[config.mk]
export PLATFORM = sky130hd
export DESIGN_NAME = pcmp_gt_unit
export DESIGN_NICKNAME = d
export VERILOG_FILES = /design/src/rtl/pcmp_gt_pkg.sv /design/src/rtl/pcmp_gt_decode.sv /design/src/rtl/pcmp_gt_lanes.sv /design/src/rtl/pcmp_gt_mask.sv /design/src/rtl/pcmp_gt_unit.sv
export SDC_FILE = /design/constraint.sdc
export NUM_CORES = 1
export LEC_CHECK = 0
export BUFFER_PORTS_ARGS = -buffer_cell sky130_fd_sc_hd__buf_4
export CAP_MARGIN = 0
export CORE_AREA = 3 3 154 156
export DETAILED_ROUTE_END_ITERATION = 8
export DIE_AREA = 0 0 157 159
export GPL_TIMING_DRIVEN = 0
export SYNTH_ARGS = -nofsm -noshare
export SYNTH_HDL_FRONTEND = slang
export SYNTH_SLANG_ARGS = --single-unit
[constraint.sdc]
create_clock -name clk_i -period 1.75 [get_ports clk_i]
set_clock_uncertainty 0.2 [all_clocks]
set_input_delay 0.2625 -clock clk_i [delete_from_list [all_inputs] [get_ports clk_i]]
set_output_delay 0.2625 -clock clk_i [all_outputs]
set_load 0.05 [all_outputs]
[src/rtl/pcmp_gt_pkg.sv]
package pcmp_gt_pkg;
  typedef enum logic [1:0] {
    LANE_NONE = 2'd0,
    LANE_8    = 2'd1,
    LANE_16   = 2'd2,
    LANE_32   = 2'd3
  } lane_sel_e;

  localparam logic [7:0] OPC_GT8  = 8'h64;
  localparam logic [7:0] OPC_GT16 = 8'h65;
  localparam logic [7:0] OPC_GT32 = 8'h66;
endpackage

[src/rtl/pcmp_gt_decode.sv]
module pcmp_gt_decode
  import pcmp_gt_pkg::*;
(
  input  logic [7:0] opcode_i,
  output lane_sel_e  sel_o,
  output logic       invalid_o
);
  always_comb begin
    invalid_o = 1'b0;
    case (opcode_i)
      OPC_GT8:  sel_o = LANE_8;
      OPC_GT16: sel_o = LANE_16;
      OPC_GT32: sel_o = LANE_32;
      default: begin
        sel_o     = LANE_NONE;
        invalid_o = 1'b1;
      end
    endcase
  end
endmodule

[src/rtl/pcmp_gt_lanes.sv]
module pcmp_gt_lanes #(
  parameter int DATA_W = 128,
  parameter int LANE_W = 8,
  localparam int NUM_LANES = DATA_W / LANE_W
) (
  input  logic [DATA_W-1:0]    dst_i,
  input  logic [DATA_W-1:0]    src_i,
  output logic [NUM_LANES-1:0] gt_o
);
  for (genvar i = 0; i < NUM_LANES; i++) begin : g_lane
    logic signed [LANE_W-1:0] d_s, s_s;
    assign d_s     = dst_i[i*LANE_W +: LANE_W];
    assign s_s     = src_i[i*LANE_W +: LANE_W];
    assign gt_o[i] = d_s > s_s;
  end
endmodule

[src/rtl/pcmp_gt_mask.sv]
module pcmp_gt_mask
  import pcmp_gt_pkg::*;
#(
  parameter int DATA_W   = 128,
  parameter int NARROW_W = 64,
  localparam int NB = DATA_W / 8,
  localparam int NW = DATA_W / 16,
  localparam int ND = DATA_W / 32,
  localparam int NARROW_B = NARROW_W / 8
) (
  input  lane_sel_e         sel_i,
  input  logic              wide_i,
  input  logic [NB-1:0]     gt8_i,
  input  logic [NW-1:0]     gt16_i,
  input  logic [ND-1:0]     gt32_i,
  output logic [DATA_W-1:0] mask_o
);
  for (genvar k = 0; k < NB; k++) begin : g_byte
    logic hit, live;
    always_comb begin
      case (sel_i)
        LANE_8:  hit = gt8_i[k];
        LANE_16: hit = gt16_i[k/2];
        LANE_32: hit = gt32_i[k/4];
        default: hit = 1'b0;
      endcase
    end
    // upper half stays zero for 64-bit operations
    if (k < NARROW_B) begin : g_low
      assign live = 1'b1;
    end else begin : g_high
      assign live = wide_i;
    end
    assign mask_o[k*8 +: 8] = {8{hit & live}};
  end
endmodule

[src/rtl/pcmp_gt_unit.sv]
module pcmp_gt_unit
  import pcmp_gt_pkg::*;
#(
  parameter int DATA_W   = 128,
  parameter int NARROW_W = 64
) (
  input  logic              clk_i,
  input  logic              rst_ni,
  input  logic [7:0]        opcode_i,
  input  logic              wide_i,
  input  logic [DATA_W-1:0] dst_i,
  input  logic [DATA_W-1:0] src_i,
  output logic [DATA_W-1:0] result_o,
  output logic              invalid_o
);
  localparam int NB = DATA_W / 8;
  localparam int NW = DATA_W / 16;
  localparam int ND = DATA_W / 32;

  lane_sel_e         sel;
  logic              bad_opc;
  logic [NB-1:0]     gt8;
  logic [NW-1:0]     gt16;
  logic [ND-1:0]     gt32;
  logic [DATA_W-1:0] mask;

  pcmp_gt_decode u_dec (
    .opcode_i (opcode_i),
    .sel_o    (sel),
    .invalid_o(bad_opc)
  );

  pcmp_gt_lanes #(.DATA_W(DATA_W), .LANE_W(8)) u_cmp8 (
    .dst_i(dst_i), .src_i(src_i), .gt_o(gt8)
  );
  pcmp_gt_lanes #(.DATA_W(DATA_W), .LANE_W(16)) u_cmp16 (
    .dst_i(dst_i), .src_i(src_i), .gt_o(gt16)
  );
  pcmp_gt_lanes #(.DATA_W(DATA_W), .LANE_W(32)) u_cmp32 (
    .dst_i(dst_i), .src_i(src_i), .gt_o(gt32)
  );

  pcmp_gt_mask #(.DATA_W(DATA_W), .NARROW_W(NARROW_W)) u_mask (
    .sel_i (sel),
    .wide_i(wide_i),
    .gt8_i (gt8),
    .gt16_i(gt16),
    .gt32_i(gt32),
    .mask_o(mask)
  );

  always_ff @(posedge clk_i or negedge rst_ni) begin
    if (!rst_ni) begin
      result_o  <= '0;
      invalid_o <= 1'b0;
    end else begin
      result_o  <= mask;
      invalid_o <= bad_opc;
    end
  end
endmodule

### Word level (Yosys, flattened, before mapping)

Cells that the tools add are included.

* bits of input ports: 267
* memory bits (writable): 0
* memories kept: 0
* bits in latches: 0
* word-level logic and storage cells: 63
* register bits: 122
* memory bits (read-only): 0

* $add $sub $neg: 0
* bitwise logic cells: 8
* multiplexer cells: 18
* reductions and logical operators: 1
* div/mod/pow operators: 0
* eq/ne operators: 6
* shift operators: 0
* $lt $le $gt $ge: 28
* multiply operators: 0

Operators with widths (count)
* 16-bit > comparator: 8
* 32-bit > comparator: 4
* 8-bit > comparator: 16
* 1-bit case mux with 3 select lines: 16
* 8-bit by 7-bit == test with 1-bit output (second input constant): 3
* 1-bit AND: 8
* 2-bit case mux with 3 select lines: 1
* 2-bit == test (second input constant): 2
* 3-bit OR reduction: 1
* 2-bit by 1-bit == test with 1-bit output (second input constant): 1
* 1-bit two-way mux: 1

### Longest topological paths before layout

Gate-level depths: netlist (run 1).

* depth after elaboration: 5
* mapped depth: 10

### Modules after synthesis

A second synthesis (run 1) with hierarchy kept.

* cell total of the unflattened synthesis: 1644
* area total of the unflattened synthesis: 14323.7 µm²

Modules (own cells, without submodules)
* pcmp_gt_lanes (u_cmp16): instances 1, cells an instance 440, area an instance 3268.1 µm²
* pcmp_gt_lanes (u_cmp8): instances 1, cells an instance 459, area an instance 3268.1 µm²
* pcmp_gt_unit: instances 1, cells an instance 129, area an instance 3228.1 µm²
* pcmp_gt_lanes (u_cmp32): instances 1, cells an instance 448, area an instance 3218.1 µm²
* pcmp_gt_mask: instances 1, cells an instance 162, area an instance 1296.2 µm²
* pcmp_gt_decode: instances 1, cells an instance 6, area an instance 45.0 µm²

### Least setup slack after synthesis (run 1)

No wires, ideal clock.

* path kind: input to register
* start point: input port src_i[111]
* end point: register result_o[119]
* path buffers: 0
* cell stages on the path: 10
* arrival: 1.954 ns
* slack: -0.530 ns
* library setup time: 0.125 ns
* required time: 1.425 ns
* path through: inv_1 ha_1 a21oi_1 o21ai_0 a31o_2 a211oi_1 inv_1 a21oi_1 o22a_1 o21ai_1

* cells in the longest elaborated chain, start to end: 3

Ends and longest elaborated chain
* start, declared: RTL line pcmp_gt_unit.sv:12 `input logic [DATA_W-1:0] src_i,`
* 32-bit > comparator: RTL line pcmp_gt_lanes.sv:14 `assign gt_o[i] = d_s > s_s;`
* 1-bit case mux with 3 select lines: RTL line pcmp_gt_mask.sv:21 `case (sel_i)`
* 1-bit AND: RTL line pcmp_gt_mask.sv:34 `assign mask_o[k*8 +: 8] = {8{hit & live}};`
* via mask[112]: RTL line pcmp_gt_unit.sv:25 `logic [DATA_W-1:0] mask;`
* end signal, assigned: RTL line pcmp_gt_unit.sv:57 `result_o <= mask;`
* end, declared: RTL line pcmp_gt_unit.sv:13 `output logic [DATA_W-1:0] result_o,`

The timed path passes the listed nets, and every way through them passes these cells.

### Worst setup path in the final report (run 1)

* start point: input port src_i[41]
* end point: register result_o[39]

* cells in the longest elaborated chain, start to end: 2

Ends and longest elaborated chain (RTL line)
* 32-bit > comparator or 16-bit > comparator (tied branches): pcmp_gt_lanes.sv:14
* 1-bit case mux with 3 select lines *: pcmp_gt_mask.sv:21
* via mask[32]: pcmp_gt_unit.sv:25

Mark *: on every way through the listed nets, which the timed path passes. The rest lies on a longest branch.

==> run_results.csv, run 1 <==
group,metric,value,unit
synthesis,ys_async_sr_fraction,100.0,%
sta,drv_slew,0,
worst_setup_path,cp-start-kind,"input port",
final_layout,drive_gt1_share,57.33,%
synthesis,synth-seq-cells,17,
final_layout,layout.nets,1643,
final_layout,regArea,425.4,sq um
sta,timing.final.ws_setup,-0.3784,ns
route,routedWlPerCell,13.92,um
worst_setup_path,worstPathMaxFanout,3,
worst_hold_path,worstHoldEndpoint,"invalid_o",
clock_network,cts_tree,"done",
route,via_count,6736,
worst_hold_path,hold_class,"in -> reg",
placed_design,dp_hpwl,18.45,mm
global_routing,grt_pass1_vias,6623,
worst_setup_path,critical_path_required,1.67,ns
clock_network,cts_buffer_depth,2,
clock_network,cts_buffers,3,
floorplanning,boundaryPins,396,
power_and_ir_drop,internal_power,1.810,mW
power_and_ir_drop,combPwrFrac,69.9,%
floorplanning,core,22500,sq um
power_and_ir_drop,seq_power_share,13.8,%
worst_hold_path,min_path_cells,3,
floorplanning,die_h,159,um
power_and_ir_drop,p_sw,1.080,mW
synthesis,yosysMostFrequentCell,"inv_1",
clock_network,clk_pin_slew,0.06,ns
synthesis,yosysSeqAreaShare,7.345,%
worst_setup_path,crit_arrival,2.05,ns
sta,min_period,2.128,ns
clock_network,cts_sinks,17,
sta,fin_crit_sh,121.6,%
floorplanning,die_area,24960,sq um
synthesis,syn_inst,803,
power_and_ir_drop,p_leak,5.790,nW
worst_setup_path,cp-end-kind,"flop",
global_routing,grt-ovfl-total,0,
power_and_ir_drop,swShare,37.37,%
synthesis,syn_nets,1210,
route,detail-route-antenna-nets,0,
placed_design,place_ws,-0.7000,ns
final_layout,multi_input_area,4933,sq um
status,violations,"negative setup slack",
power_and_ir_drop,power.density,270.6,nW/um^2
final_layout,n_fill_cell,2232,
route,first_iter_violations,183,
final_layout,area_delta_synth_final,84.47,%
synthesis,syn-cell-area,5792,sq um
floorplanning,start_util,25.74,%
power_and_ir_drop,peakVddDrop,371.6,uV
worst_hold_path,min_from,"opcode_i[1]",
sta,max_slew.worst_pin.slew,0.4006,ns
sta,rsz0062_at_grt,"true",
global_routing,grtUsageTotal,15.46,%
synthesis,yosys.area.top_type_share,30.24,%
synthesis,synth_edf_count,0,
worst_setup_path,critPathKind,"in -> reg",
power_and_ir_drop,pwr-share-clk,16.3,%
clock_network,root_buffer,"clkbuf_16",
synthesis,synth_area_leader_cell,"ha_1",
route,drc,0,
placed_design,gp_congestion,0.8102,
route,finalWirelength,21.16,mm
synthesis,ys_top_cells_by_area,"ha_1, buf_4, inv_1",
sta,max_freq,469.8,MHz
route,vias_per_cell,4.432,
synthesis,synth_cell_type_count,63,
worst_setup_path,slowest_stage,"a221o_1",
synthesis,synth.avg_cell_area,7.213,sq um
clock_network,htreeDepth,1,
sta,finalSetupViolCount,16,
synthesis,ys.flop_type,"dfrtp_1",
placed_design,io_buffers,395,
route,first_pass_iters,4,
global_routing,grt_max_degree,18,
floorplanning,num_rows,55,
global_routing,grt_pass1_wl,31.86,mm
status,status,"finished, violations left",
sta,setup-tns-final,-4.911,ns
floorplanning,die_w,157,um
synthesis,synth_commonest_cells,"inv_1, ha_1, buf_4",
sta,max_slew_margin,73.29,%
worst_setup_path,max_stage_delay,0.34,ns
worst_setup_path,worstPathCellList,"buf_6 > inv_4 > ha_4 > a21o_1 > a221o_1 > a21oi_2 > nand4b_1 > a21boi_2 > o21ai_1 > xor2_1 > o211ai_1",
global_routing,antenna_found_initial,0,
sta,hold_viol_final,0,
job,drv_cap,0,
final_layout,insertedDiodeCount,0,
synthesis,ys_warn_count,0,
worst_setup_path,cp-startpoint,"src_i[41]",
-- worst max path at each step --
| stage | end | slack, ns |
|---|---|---|
| after floorplan | result_o[31] | -0.38 |
| after global placement | result_o[47] | -0.73 |
| after detailed placement | result_o[47] | -0.70 |
| after CTS | result_o[47] | -0.36 |
| after global routing | result_o[39] | -0.48 |
| final | result_o[39] | -0.38 |
-- sequential cells by signal, indices dropped and copies added, names as in the netlist --
| name | count |
|---|---|
| invalid_o | 1 |
| result_o | 16 |
-- power groups by stage --
stage          combinational, mW  sequential, mW  clock [mW]
6_report                    2.02           0.399       0.470
2_1_floorplan              0.978           0.411           0
3_5_place_dp                1.74           0.406           0
4_1_cts                     1.91           0.399       0.495
5_1_grt                     2.25           0.399       0.508
3_3_place_gp                1.71           0.406           0
-- per-stage QoR --
step                      hold WS, ns  utilization [%]  instances  total power [mW]  instance area [sq um]
after floorplan               -0.2331                -        803             1.389                   6360
after global placement       -0.04204            43.02       1483             2.115                   9682
after detailed placement     -0.03819            43.02       1483             2.147                   9682
after CTS                     0.07883            45.73       1509             2.800                  10290
after global routing          0.09806            47.48       1520             3.161                  10680
final                         0.08894            47.48       1520             2.891                  10680
-- layout make-up --
type                            count  area share (%)
Tap cell                          285           3.338
Clock buffer                        4          0.7378
Inverter                          158           6.441
Sequential cell                    17           3.982
Timing Repair Buffer              429           31.41
Buffer                            113           7.917
Multi-Input combinational cell    514           46.18
-- cells by family after synthesis --
group                    Yosys count  synth area share [%]
XOR/XNOR                           6                0.9073
adder cells (fa/ha/maj)          140                 30.24
buffers and inverters            272                 24.89
AND/OR/NAND/NOR                  173                 15.81
flip-flops                        17                 7.345
AO/OA/AOI/OAI                    195                 20.80
-- layout by cell type, fill, tap and decap left out, types with 8 or more instances in the layout --
| cell type | instances |
|---|---|
| a21o_1 | 10 |
| a21oi_1 | 63 |
| a21oi_2 | 14 |
| buf_4 | 511 |
| buf_6 | 24 |
| dfrtp_1 | 17 |
| ha_1 | 93 |
| ha_4 | 47 |
| inv_1 | 126 |
| inv_2 | 16 |
| inv_4 | 10 |
| nand2_1 | 38 |
| nand2_2 | 8 |
| nand2b_1 | 8 |
| nand3_1 | 14 |
| nand4_1 | 16 |
| nor2_1 | 25 |
| nor2b_1 | 10 |
| o211ai_1 | 9 |
| o21a_1 | 8 |
| o21ai_0 | 32 |
| o21ai_1 | 12 |
-- routing by layer --
metal | track usage [%] | up-vias | share of wire [%]
met5 | 0 | - | 0
met4 | 2.388 | 0 | 0.87
met3 | 3.180 | 10 | 7.8
met2 | 29.64 | 246 | 53
met1 | 17.62 | 2982 | 39
li1 | - | 3498 | -
-- critical path: cells and delay by family --
kind | cells | cell delay [ns]
compound gates | 6 | 1.08
xor+xnor | 1 | 0.20
fa+ha+maj | 1 | 0.19
buf+inv | 2 | 0.14
simple gates | 1 | 0.17
-- timing repair --
item | CTS | global route
pin swaps | 59 | 47
setup buffers | 21 | 12
gates resized for setup | 78 | 67
endpoints found under the hold margin | 17 | 0
setup endpoints to repair | 16 | 16
hold buffers | 1 | 0
Note: power is estimated with default switching activity, not from simulation.
==> inputs of run 2 (changes only) <==
Clock period 1.75 ns to 2.1 ns, I/O delays scaled along.
==> run_results.csv, run 2 (same netlist as run 1, synthesis figures left out) <==
group,metric,value,unit
status,status,"finished, violations left",
status,violations,"negative setup slack",
final_layout,insertedDiodeCount,0,
route,via_count,6733,
sta,rsz0062_at_grt,"true",
final_layout,reg_top3,"result_o: 16 flops, invalid_o: 1 flops",
sta,max_slew.worst_pin.slew,0.4587,ns
worst_setup_path,cp-start-kind,"input port",
final_layout,area_delta_synth_final,83.47,%
route,drc,0,
clock_network,root_buffer,"clkbuf_16",
floorplanning,boundaryPins,396,
route,finalWirelength,21.07,mm
final_layout,drive_gt1_share,56.95,%
floorplanning,start_util,25.74,%
worst_setup_path,max_stage_delay,0.33,ns
power_and_ir_drop,peakVddDrop,229.8,uV
final_layout,top_register,"result_o",
placed_design,gp_congestion,0.8142,
floorplanning,die_h,159,um
clock_network,cts_buffers,3,
worst_setup_path,crit_arrival,2.12,ns
sta,fin_crit_sh,103.2,%
sta,finalSetupViolCount,9,
placed_design,io_buffers,395,
floorplanning,num_rows,55,
clock_network,htreeDepth,1,
worst_setup_path,slowest_stage,"a221o_1",
global_routing,grt-ovfl-total,0,
job,drv_cap,0,
global_routing,grt_pass1_wl,31.28,mm
global_routing,grt_pass1_vias,6454,
sta,max_slew_margin,69.34,%
global_routing,grtUsageTotal,15.19,%
sta,timing.final.ws_setup,-0.06755,ns
final_layout,final_cell_mix,"buf_4, inv_1, ha_1",
sta,drv_slew,0,
placed_design,dp_hpwl,18.41,mm
worst_setup_path,cp-end-kind,"flop",
worst_setup_path,worstPathMaxFanout,3,
route,routedWlPerCell,13.90,um
floorplanning,die_area,24960,sq um
global_routing,grt_max_degree,18,
final_layout,layout.nets,1639,
worst_setup_path,critical_path_required,2.05,ns
worst_hold_path,hold_class,"in -> reg",
worst_setup_path,cp-startpoint,"src_i[43]",
route,vias_per_cell,4.441,
route,first_pass_iters,4,
worst_setup_path,critPathKind,"in -> reg",
final_layout,final_common_cell,"buf_4",
power_and_ir_drop,p_leak,5.773,nW
power_and_ir_drop,power.density,226.2,nW/um^2
floorplanning,core,22500,sq um
worst_setup_path,worstPathCellList,"buf_6 > inv_4 > ha_4 > and2_4 > a221o_1 > a21oi_2 > nand4b_1 > a21boi_2 > o21ai_1 > xor2_1 > o211ai_1",
sta,hold-worst-slack,0.1271,ns
sta,max_freq,461.4,MHz
sta,min_period,2.168,ns
clock_network,cts_sinks,17,
sta,setup-tns-final,-0.3635,ns
clock_network,cts_buffer_depth,2,
sta,hold_viol_final,0,
worst_setup_path,endpoint,"result_o[39]",
global_routing,antenna_found_initial,0,
floorplanning,die_w,157,um
route,detail-route-antenna-nets,0,
clock_network,clk_pin_slew,0.06,ns
final_layout,largest_reg_flops,16,
route,first_iter_violations,214,
clock_network,cts_tree,"done",
power_and_ir_drop,p_total,2.403,mW
[run 2: cell count changes in the layout (fill, tap and decap cells not counted), sizes merged]
| cell | previous run | this run |
|---|---|---|
| buf | 540 | 536 |
[run 2: how the worst min path moves through the flow]
stage               depth (start not counted)  slack (ns)        start      endpoint
floorplan                                   0       -0.18       rst_ni     invalid_o
global placement                            1        0.02       rst_ni  result_o[55]
detailed placement                          1        0.02       rst_ni  result_o[55]
CTS                                         3        0.11  opcode_i[0]     invalid_o
global route                                3        0.14  opcode_i[0]     invalid_o
finish                                      3        0.13  opcode_i[0]     invalid_o
[run 2: critical path, delay by kind of cell]
family,cells,cell delay (ns)
adder cells (fa/ha/maj),1,0.20
AO/OA/AOI/OAI,5,1.00
AND/OR/NAND/NOR,2,0.28
buffers and inverters,2,0.15
XOR/XNOR,1,0.17
[run 2: through the flow]
step	instances	util (%)	setup WS (ns)	cell area [sq um]
6_report	1516	47.22	-0.06755	10630
3_3_place_gp	1483	43.01	-0.4422	9679
2_1_floorplan	803	-	-0.07986	6357
5_1_grt	1516	47.22	-0.1942	10630
4_1_cts	1497	44.23	-0.02494	9952
3_5_place_dp	1483	43.01	-0.4579	9679
[run 2: per-layer routing]
| layer | GRT usage (%) | vias up | wire length, um |
|---|---|---|---|
| li1 | - | 3488 | - |
| met4 | 2.149 | 0 | 322 |
| met3 | 3.044 | 16 | 1625 |
| met2 | 28.06 | 239 | 10880 |
| met5 | 0 | - | 0 |
| met1 | 18.36 | 2990 | 8240 |
[run 2: cell type report]
class | count | area [sq um]
Sequential cell | 17 | 425.4
Buffer | 113 | 845.8
Timing Repair Buffer | 425 | 3298
Clock buffer | 4 | 78.83
Inverter | 158 | 678.2
Tap cell | 285 | 356.6
Multi-Input combinational cell | 514 | 4943
Fill cell | 2220 | 11880
[run 2: report_power, final]
part	switching (mW)	internal, mW	total (mW)
clock	0.147	0.259	0.406
sequential	0.00326	0.329	0.332
combinational	0.760	0.905	1.67
[run 2: timing repair]
action	CTS	global route
hold endpoints to repair	17	0
endpoints found under the setup margin	16	16
buffers inserted	10	19
gates resized for setup	26	109
hold buffers	1	0
pin swaps	34	69
gates cloned	0	0
==> inputs of run 3 (changes only) <==
Settings changed: ABC_AREA from default to 1, CORE_AREA 3 3 154 156 to 3 3 151 153, DIE_AREA 0 0 157 159 to 0 0 154 156, RECOVER_POWER from default to 50.
==> run_results.csv, run 3 <==
group,metric,value,unit
floorplanning,start_util,27.18,%
worst_hold_path,min_from,"wide_i",
floorplanning,num_rows,54,
global_routing,grt-ovfl-total,0,
floorplanning,die_h,156,um
synthesis,yosysMostFrequentCell,"inv_1",
worst_setup_path,cp-end-kind,"flop",
sta,max_freq,514.4,MHz
global_routing,grt_pass1_vias,6164,
synthesis,synth_commonest_cells,"inv_1, nand2_1, ha_1",
route,detail-route-antenna-nets,0,
sta,rsz0062_at_grt,"false",
synthesis,synth-xor-area-share,1.337,%
global_routing,antenna_found_initial,0,
placed_design,placed_cells,1572,
route,vias_per_cell,4.094,
worst_setup_path,max_stage_delay,0.41,ns
placed_design,io_buffers,394,
final_layout,reg_top3,"result_o: 16 flops, invalid_o: 1 flops",
final_layout,largest_reg_flops,16,
global_routing,grtUsageTotal,14.27,%
worst_setup_path,crit_arrival,1.93,ns
synthesis,synthMuxAreaShare,0,%
synthesis,synth_top_family_by_area,"adder cells",
worst_setup_path,cp.depth,10,
final_layout,layout.nets,1706,
worst_setup_path,critical_path_required,2.09,ns
synthesis,synth_cell_type_count,35,
final_layout,drive_gt1_share,36.98,%
status,status,"completed",
synthesis,ys_warn_count,0,
placed_design,place_area,9204,sq um
sta,max_slew.worst_pin.slew,1.090,ns
worst_setup_path,worstPathCellList,"buf_4 > nor2_1 > nand3_1 > inv_1 > nand4_1 > a21oi_1 > nand3_2 > nand3_1 > nand2_1 > inv_1",
route,via_count,6460,
floorplanning,die_w,154,um
floorplanning,core,21690,sq um
final_layout,utilization,41.84,%
worst_hold_path,worstHoldEndpoint,"result_o[120]",
power_and_ir_drop,p_leak,5.701,nW
clock_network,htreeDepth,1,
worst_setup_path,crit_family,"simple AND/OR/NAND/NOR gates",
worst_setup_path,slowest_stage,"nand4_1",
sta,hold_viol_final,0,
sta,drv_slew,0,
synthesis,syn_inst,898,
synthesis,ys_async_sr_fraction,100.0,%
worst_setup_path,worstPathMaxFanout,4,
synthesis,synth_edf_count,0,
floorplanning,die_area,24020,sq um
final_layout,n_fill_cell,2376,
power_and_ir_drop,peakVddDrop,248.7,uV
synthesis,synth-seq-cells,17,
placed_design,dp_hpwl,17.11,mm
route,first_iter_violations,165,
global_routing,grt_pass1_wl,28.83,mm
synthesis,synth_area_leader_cell,"ha_1",
sta,timing.final.ws_setup,0.1561,ns
floorplanning,boundaryPins,396,
clock_network,clk_pin_slew,0.06,ns
synthesis,ys.flop_type,"dfrtp_1",
final_layout,area_delta_synth_final,53.90,%
worst_setup_path,critPathKind,"in -> reg",
worst_setup_path,cp_num_buf_inv,3,
global_routing,grt_max_degree,18,
synthesis,yosys.area_share.adder,29.71,%
power_and_ir_drop,power.density,221.9,nW/um^2
final_layout,top_register,"result_o",
final_layout,design_area,9074,sq um
worst_hold_path,min_path_cells,3,
job,drv_cap,0,
sta,min_period,1.944,ns
synthesis,ys_top_cells_by_area,"ha_1, buf_4, inv_1",
final_layout,stdcell_count,1578,
clock_network,cts_sinks,17,
synthesis,syn_nets,1305,
placed_design,place_ws,-0.1146,ns
worst_hold_path,hold_class,"in -> reg",
final_layout,multi_input_area,3815,sq um
final_layout,final_common_cell,"buf_4",
route,drc,0,
clock_network,cts_tree,"done",
clock_network,cts_buffers,3,
synthesis,yosys.area.top_type_share,29.71,%
placed_design,gp_congestion,0.8152,
worst_setup_path,cp-start-kind,"input port",
route,finalWirelength,18.61,mm
route,first_pass_iters,4,
sta,max_slew_margin,27.36,%
synthesis,synth.avg_cell_area,6.565,sq um
synthesis,yosysSeqAreaShare,7.216,%
sta,finalSetupViolCount,0,
clock_network,root_buffer,"clkbuf_16",
sta,fin_crit_sh,92.56,%
synthesis,synthSimpleGateAreaFrac,23.11,%
clock_network,cts_buffer_depth,2,
synthesis,syn-cell-area,5896,sq um
final_layout,regArea,425.4,sq um
final_layout,insertedDiodeCount,0,
final_layout,final_cell_mix,"buf_4, inv_1, nand2_1",
synthesis,synth_compound_area_share,10.42,%
route,routedWlPerCell,11.79,um
-- run 3: timing repair --
action | in CTS | in global routing
gates resized for setup | 0 | 3
hold buffers | 1 | 0
hold endpoints to repair | 17 | 0
setup buffers | 0 | 1
endpoints found under the setup margin | 0 | 4
-- run 3: worst min-delay path, cell delays in order --
cell and delay [ns]:
buf_4 0.14, nand2_1 0.06, inv_1 0.04
-- run 3: report_power, final --
part           switching [mW]  total, mW  internal, mW
combinational           0.617       1.29         0.669
clock                   0.134      0.393         0.258
sequential            0.00478      0.334         0.330
total                   0.756       2.01          1.26
-- run 3: logic make-up (layout without fill, tap and decap cells) --
| group | count (synthesis) | in the layout |
|---|---|---|
| compound gates | 114 | 114 |
| xor+xnor | 9 | 9 |
| fa+ha+maj | 140 | 140 |
| buf+inv | 328 | 728 |
| flops | 17 | 17 |
| simple gates | 290 | 290 |
-- run 3: how the worst max path moves through the flow --
| stage | startpoint | to |
|---|---|---|
| floorplan | src_i[61] | result_o[39] |
| global placement | dst_i[63] | result_o[39] |
| detailed placement | dst_i[63] | result_o[39] |
| CTS | dst_i[63] | result_o[39] |
| global route | src_i[15] | result_o[31] |
| finish | opcode_i[4] | result_o[71] |
-- run 3: metrics by stage --
stage / hold slack, ns / total power [mW] / TNS [ns]
2_1_floorplan: -0.1806 / 1.069 / 0
3_3_place_gp: 0.01111 / 1.626 / -0.7669
3_5_place_dp: 0.01528 / 1.644 / -0.8855
4_1_cts: 0.1399 / 2.062 / 0
5_1_grt: 0.1483 / 2.248 / 0
6_report: 0.1400 / 2.013 / 0
-- run 3: layer usage --
| layer | vias up | GRT usage, % | part of all wire (%) |
|---|---|---|---|
| met3 | 8 | 3.135 | 7.6 |
| li1 | 3532 | - | - |
| met2 | 222 | 27.20 | 51 |
| met4 | 0 | 1.556 | 0.89 |
| met1 | 2698 | 16.84 | 40 |
| met5 | - | 0 | 0 |
-- run 3: area by class of cell --
| class | instances | area share [%] |
|---|---|---|
| multi-input combinational | 553 | 42.04 |
| timing repair buffer | 396 | 30.21 |
| buffer | 114 | 9.473 |
| inverter | 214 | 8.853 |
| sequential | 17 | 4.688 |
| tap | 280 | 3.861 |
| clock buffer | 4 | 0.8687 |
